<file path="src/rtl/sync_oneshot.sv">
module sync_oneshot #(
  parameter int CNT_W = 5
) (
  input  logic       clk,
  input  logic       rst_n,
  input  logic       ck_rise,
  input  logic       sync_edge,
  input  logic       ck_stopped,
  input  logic [1:0] width_code,
  input  logic       pol,
  output logic       pulse_o
);

  logic [CNT_W-1:0] cnt;
  logic             armed;
  logic             busy;
  logic             start;
  logic [CNT_W-1:0] load_val;

  assign busy     = |cnt;
  assign start    = armed & ck_rise & ~ck_stopped & ~busy;
  assign load_val = CNT_W'(2) << width_code;
  assign pulse_o  = ~(busy ^ pol);

  always_ff @(posedge clk) begin
    if (!rst_n) begin
      cnt   <= '0;
      armed <= 1'b0;
    end else begin
      if (start)
        cnt <= load_val;
      else if (busy && ck_rise)
        cnt <= cnt - 1'b1;
      armed <= start ? 1'b0 : (armed | (sync_edge & ~busy));
    end
  end

  AST_START_QUALIFIED: assert property (@(posedge clk) disable iff (!rst_n)
    $rose(busy) |-> $past(armed && ck_rise && !ck_stopped));
  AST_LOAD_POW2: assert property (@(posedge clk) disable iff (!rst_n)
    $rose(busy) |-> ($countones(cnt) == 1 && cnt >= CNT_W'(2)));
  AST_SPIKE_NO_START: assert property (@(posedge clk) disable iff (!rst_n)
    (!busy && ck_stopped) |=> !busy);
  AST_BUSY_NO_ARM: assert property (@(posedge clk) disable iff (!rst_n)
    busy |=> !armed);
  AST_HOLD_NO_RISE: assert property (@(posedge clk) disable iff (!rst_n)
    (busy && !ck_rise) |=> $stable(cnt));
  AST_END_ON_RISE: assert property (@(posedge clk) disable iff (!rst_n)
    $fell(busy) |-> $past(ck_rise));
  AST_RESET_IDLE: assert property (@(posedge clk)
    !rst_n |=> (cnt == '0 && !armed));

endmodule

</file>
<file path="config.mk">
export PLATFORM = sky130hd
export DESIGN_NAME = sync_oneshot
export DESIGN_NICKNAME = d
export VERILOG_FILES = /design/src/rtl/sync_oneshot.sv
export SDC_FILE = /design/constraint.sdc
export NUM_CORES = 1
export LEC_CHECK = 0
export ABC_AREA = 1
export BUFFER_PORTS_ARGS = -buffer_cell sky130_fd_sc_hd__buf_4
export CAP_MARGIN = 20
export CORE_AREA = 2 2 39 41
export CTS_BUF_LIST = sky130_fd_sc_hd__clkbuf_2 sky130_fd_sc_hd__clkbuf_4 sky130_fd_sc_hd__clkbuf_8
export DETAILED_ROUTE_END_ITERATION = 10
export DIE_AREA = 0 0 41 43
export GPL_TIMING_DRIVEN = 0
export PLACE_DENSITY = 0.53
export SLEW_MARGIN = 20
export SYNTH_ARGS = -nofsm -noshare
export SYNTH_HDL_FRONTEND = slang
export SYNTH_SLANG_ARGS = --single-unit
</file>
<file path="constraint.sdc">
create_clock -name clk -period 2.7 [get_ports clk]
set_clock_uncertainty 0.15 [all_clocks]
set_input_delay 0.675 -clock clk [delete_from_list [all_inputs] [get_ports clk]]
set_output_delay 0.675 -clock clk [all_outputs]
set_load 0.005 [all_outputs]
</file>
=== After elaboration in Yosys (flattened, before gate mapping) ===
Cells that the tools add are included.

* Logic and storage cells: 20
* Output and inout port bits: 1
* Bits in registers: 6
* Input port bits: 8

* Shift-type cells: 1
* Bitwise logic cells: 10
* Multiplexer cells: 2
* $add $sub $neg: 1
* Reductions and logical operators: 4

{| class="wikitable"
|+ Operators by type and width
! kind !! number
|-
| $mux 5 || 2
|-
| $reduce_or 5->1 || 1
|-
| $shl 2x2->5 const A || 1
|-
| $sub 5x1->5 const B || 1
|-
| $and 1x1->1 || 4
|-
| $not 1->1 || 4
|-
| $reduce_bool 2->1 || 1
|-
| $reduce_or 2->1 || 1
|-
| $logic_and 1x1->1 || 1
|-
| $or 1x1->1 || 1
|-
| $xor 1x1->1 || 1
|}

=== Logic depth before layout (Yosys ltp) ===
Gate-level depths: netlist of run 1.

* Depth after elaboration: 4
* Depth in mapped cells: 8
* Depth with buffers taken out: 8

=== Worst setup path after synthesis of run 1 ===
No wires, ideal clock.

* Kind: reg-to-output
* Start point: reg cnt[0]
* End point: out pulse_o
* Required time: 1.875 ns
* Setup slack: 0.975 ns
* Arrival: 0.900 ns
* Stages on the path, launching flop included: 5
* Buffers on the path: 0
* Path through: dfxtp_1 -> inv_1 -> ha_1 -> nand3_2 -> xnor2_1

* Cells in the longest elaborated chain, start to end: 3

{| class="wikitable"
|+ Ends and longest elaborated chain
! what !! RTL line !! source
|-
| from (decl) || 14 || <nowiki>logic [CNT_W-1:0] cnt;</nowiki>
|-
| from (signal assigned) || 31 || <nowiki>cnt <= load_val;</nowiki>
|-
| from (signal assigned) || 33 || <nowiki>cnt <= cnt - 1'b1;</nowiki>
|-
| $reduce_or 5->1 || 20 || <nowiki>assign busy = |cnt;</nowiki>
|-
| $xor 1x1->1 || 23 || <nowiki>assign pulse_o = ~(busy ^ pol);</nowiki>
|-
| $not 1->1 || 23 ||
|-
| to (decl) || 11 || <nowiki>output logic pulse_o</nowiki>
|}

Every way passes these cells.

=== Final worst setup path of run 1 ===
Ends and elaborated chain as after synthesis.

==> results.md, run 1 <==
- Status: finished, final reports clean
- Worst EP arrival: 1.34 ns
- Antenna fix cells: 0
- Synth cell count leaders: nand2_1 (13), inv_1 (10), nand3_1 (8)
- FMAX: 0.462 GHz
- Antenna Nets Post-Route: 0
- Ports: 9
- DR vias: 392
- Die H: 43 um
- CTS resizes: 0
- Hold WS: 0.310 ns
- Initial Util: 28.8%
- DP Area: 479 sq um
- Clock sinks: 6
- Clock Pin Slew Worst Setup and Hold Paths: 0.05 ns
- Final setup violation count: 0
- Asr flop ratio synth: 0%
- Period utilization: 80.1%
- CTS buffer count: 3
- Slew HR: 87.4%
- Number of global-route vias before repair: 372
- All-Layer GR Usage: 12.1%
- FF+latch count, synth: 6
- Worst-path fanout max: 4
- Leak pwr: 0.223 nW
- Pwr/cell area: 1020 nW/um^2
- Synth Warn #: 0
- Total Power: 514 uW
- Post-CTS Hold Fix Bufs: 0
- Post-CTS setup buffer count: 0
- Data required, critical path: 1.88 ns
- Clk_lat worst skew: 0.24 ns
- Period minus WS final: 2.16 ns
- Mapped Area: 399 sq um
- Syn_area_per_cell: 6.65 sq um
- Final Cell Area: 502 sq um
- Fin. max-slew vios: 0
- Unrepaired setup endpoints after global routing: false
- # rows: 14
- Max cap viols: 0
- Layout cell share with drive strength beyond 1: 28.2%
- Clock buffer depth: 2
- WL/cell: 9.23 um
- Die area: 1760 sq um
- Critical path class: flip-flop to output port
- Area of the multi-input gates: 233 sq um
- Top FF cell, synth: dfxtp_1
- Hold Crit Class: flip-flop to flip-flop
- DR iter-0 viols: 13
- Die width: 41 um
- Gr ovfl total: 0
- Post-synth top area share: 30.1%
- Final hold vios: 0
- Core area: 1380 sq um
- Crit path launch type: flip-flop
- H-tree Lvls: 1
- Largest net degree at the start of global routing: 6
- IO buf count: 8
- Final Wtd Congestion: 0.749
- Vias per cell: 4.51
- Largest area contributor in the netlist: dfxtp_1
- Global-route wire length before repair: 1390 um
- Cell count after synthesis: 60
- Tightest Pin Transition: 0.188 ns
- Dpl hpwl: 631 um
- R2R Setup Slk: 1.21 ns
- Non-Filler Instances: 87
- Fin Setup TNS: 0 ns
- Area Growth Syn to Fin: 25.7%
- Post-synth EDFFs: 0
- Total area of sequential cells: 120 sq um
- Post-synthesis sequential area ratio: 30.1%
- Crit. End Element: output port
- Most frequent cell after synthesis: nand2_1
- DR DRC count: 0
- WL final: 803 um
- TritonCTS clock tree: done
- Root Driver: clkbuf_4
- Synth top area cells: dfxtp_1 (30%), nand2_1 (12%), nand3_1 (10%), inv_1 (9.4%), a21oi_1 (6.3%)
- Cell variety after synth: 20
- Initial DRT Pass Iterations: 4
- Dpl cells: 84
- Worst IR drop on VDD: 0.534 mV
- Initial antenna violation count: 0
- Number of nets in the layout: 82
- Filler Cells Inserted: 154
- Synthesized Nets: 69
[worst max-delay path, cell delays in order (launching register included)]
cell,delay [ns]
dfxtp_1,0.30
inv_1,0.11
ha_1,0.25
nand3_2,0.15
xnor2_1,0.15
buf_4,0.12
[flip-flops by register name (all words and copies together) (netlist names)]
signal  flops
armed       1
cnt         5
[cell type report]
| class | instances | share of cell area (%) |
|---|---|---|
| multi-input cells | 42 | 46.4 |
| flip-flops and latches | 6 | 23.9 |
| repair buffers | 8 | 12.0 |
| inverters | 12 | 9.23 |
| clock buffers | 3 | 4.49 |
| well taps | 16 | 3.99 |
[path summary, 6_finish.rpt]
check / endpoint / from / depth (start not counted)
max: pulse_o / cnt[0] / 5
min reg2reg: cnt[0] / cnt[0] / 2
max reg2reg: cnt[2] / cnt[0] / 7
min: cnt[0] / cnt[0] / 2
[cell families after synthesis]
| logic type | count (synthesis) | synth area share (%) |
|---|---|---|
| fa+ha+maj | 1 | 3.13 |
| flops | 6 | 30.1 |
| buf+inv | 12 | 11.6 |
| xor+xnor | 2 | 4.39 |
| simple gates | 31 | 40.1 |
| compound gates | 8 | 10.7 |
[where the power goes]
part,switching (mW),total (mW),leakage (nW),internal [mW]
sequential,0.0257,0.144,0.0493,0.118
clock,0.0316,0.0818,0.0138,0.0502
combinational,0.164,0.288,0.160,0.124
[layout by cell type (no fill, tap or decap), drive strengths merged, types with 2 or more instances in the layout]
master	instances
nand2	16
inv	11
nand3	9
buf	8
dfxtp	6
a21oi	5
nor2	5
clkbuf	3
o21ai	2
[per-stage QoR]
step	util (%)	setup slack [ns]
3_5_place_dp	34.6	0.807
5_1_grt	36.3	0.439
4_1_cts	36.3	0.536
3_3_place_gp	34.6	0.797
2_1_floorplan	-	0.975
6_report	36.3	0.537
[metal layers]
layer | part of all wire (%) | vias to the layer above | GRT usage (%)
met5 | 0 | - | 0
met4 | 0 | 0 | 6.00
met1 | 50 | 164 | 14.9
met3 | 4.7 | 0 | 6.28
li1 | - | 218 | -
met2 | 45 | 10 | 16.6
(Power assumes the default switching activity.)
==> run 2: changes to the inputs <==
Settings changed: PLACE_DENSITY 0.53 to 0.55.
Clock period 2.7 ns to 1.7 ns, I/O delays scaled along.
==> results.md, run 2 (synthesis gave the netlist of run 1 again) <==
- DR DRC count: 0
- PnR worst setup slack: -0.0176 ns
- CP bufs+invs: 2
- Critical path class: flip-flop to output port
- DR iter-0 viols: 7
- H-tree Lvls: 1
- Worst path cell trace: inv_2 -> ha_4 -> nand3_4 -> xnor2_2 -> buf_4
- Most frequent cells in the layout: nand2_1 (13), buf_4 (12), inv_1 (8), nand3_1 (8), a21oi_1 (5)
- Max cap viols: 0
- Worst IR drop on VDD: 0.489 mV
- Failing checks: setup timing
- Worst path max stage delay: 0.32 ns
- Period minus WS final: 1.72 ns
- Hold Crit Start: rst_n
- Core area: 1380 sq um
- Global routing usage on met3: 4.71%
- Layout cell share with drive strength beyond 1: 41.3%
- Initial Util: 28.8%
- Worst EP arrival: 1.14 ns
- Final hold vios: 0
- # rows: 14
- Most flop-heavy register: cnt
- WL/cell: 10.4 um
- All-Layer GR Usage: 13.5%
- Status: finished with violations
- Global-route wire length before repair: 1520 um
- Final setup violation count: 1
- Number of nets in the layout: 86
- CTS buffer count: 3
- Crit Reg-Reg Startpoint: cnt[0]
- Antenna fix cells: 0
- Clock sinks: 6
- Fin. max-slew vios: 0
- Post-CTS Hold Fix Bufs: 0
- IO buf count: 8
- Gr ovfl total: 0
- WL final: 946 um
- WHS Path Cells: 3
- Antenna Nets Post-Route: 0
- Final core utilization: 40.8%
- Period utilization: 101%
- Dpl hpwl: 661 um
- Hold Crit Class: input port to flip-flop
- Area Growth Syn to Fin: 41.4%
- Reg2Reg Depth: 9
- M2 GR Usage: 18.8%
- Die H: 43 um
- Hold EP: cnt[1]
- Tightest Pin Transition: 0.212 ns
- Number of global-route vias before repair: 385
- Slew HR: 85.9%
- Crit path launch type: flip-flop
- TritonCTS clock tree: done
- Filler Cells Inserted: 150
- Pwr/cell area: 1800 nW/um^2
- Leak pwr: 0.251 nW
- Final Wtd Congestion: 0.717
- Initial DRT Pass Iterations: 4
- Max reg flops: 5
- Commonest non-fill, non-tap cell in the layout: nand2_1
- R2R Setup Slk: 0.28 ns
- Worst-path fanout max: 2
- Family with the most delay on the worst path: flip-flops
- Vias per cell: 4.62
- Slowest CP cell: dfxtp_2
- Die width: 41 um
- Die area: 1760 sq um
- Clock buffer depth: 2
- Crit. End Element: output port
- Reg2Reg Capture Point: cnt[3]
- Data required, critical path: 1.12 ns
- Root Driver: clkbuf_4
- Clk_lat worst skew: 0.25 ns
- GR peak layer: met2
- Ports: 9
- DR vias: 420
- Unrepaired setup endpoints after global routing: true
- Initial antenna violation count: 0
- Regs by FF count: cnt: 5 flops, armed: 1 flops
- Largest net degree at the start of global routing: 6
- Fin Setup TNS: -0.0176 ns
- GRT met1 Usage: 16.3%
- Clock Pin Slew Worst Setup and Hold Paths: 0.05 ns
- FMAX: 0.582 GHz
## run 2: what timing repair did
item                       CTS  global route
setup buffers                4             0
gates resized for setup      9             0
pin swaps                    1             1
setup endpoints to repair    1             1
## run 2: worst min-delay path: stages
cell and delay, ns:
buf_4 0.11, o21ai_1 0.07, a21oi_1 0.05
## run 2: area by class of cell
cell class,instances,area [sq um],area share (%)
inverters,12,46.3,8.20
well taps,16,20.0,3.55
repair buffers,12,90.1,16.0
multi-input cells,42,263,46.6
clock buffers,3,22.5,3.99
flip-flops and latches,6,123,21.7
## run 2: per-stage QoR
stage,hold slack [ns],power [mW],cells,instance area (sq um),worst slack (ns)
after global placement,0.299,0.688,84,479,0.0471
after floorplan,0.289,0.578,60,399,0.225
after detailed placement,0.304,0.692,84,479,0.0402
after global routing,0.291,1.10,91,564,-0.0676
final,0.286,1.01,91,564,-0.0176
after CTS,0.280,0.999,91,564,-0.00771
## run 2: how the worst max path moves through the flow
| stage | start | to | cells past startpoint |
|---|---|---|---|
| after global placement | cnt[0] | pulse_o | 5 |
| final | cnt[0] | pulse_o | 5 |
| after floorplan | cnt[0] | pulse_o | 4 |
| after CTS | cnt[0] | pulse_o | 5 |
| after detailed placement | cnt[0] | pulse_o | 5 |
| after global routing | cnt[0] | pulse_o | 5 |
## run 2: metal layers
layer	wire (um)	part of all wire, %	vias up
li1	-	-	222
met4	14	1.5	0
met2	437	46	10
met3	46	4.9	2
met5	0	0	-
met1	447	47	186
## run 2: report_power, final
group	switching, mW	total [mW]	leakage (nW)	internal (mW)
Clock	0.0615	0.142	0.0138	0.0806
Combinational	0.318	0.636	0.187	0.318
Sequential	0.0444	0.236	0.0500	0.191
Total	0.423	1.01	0.251	0.590
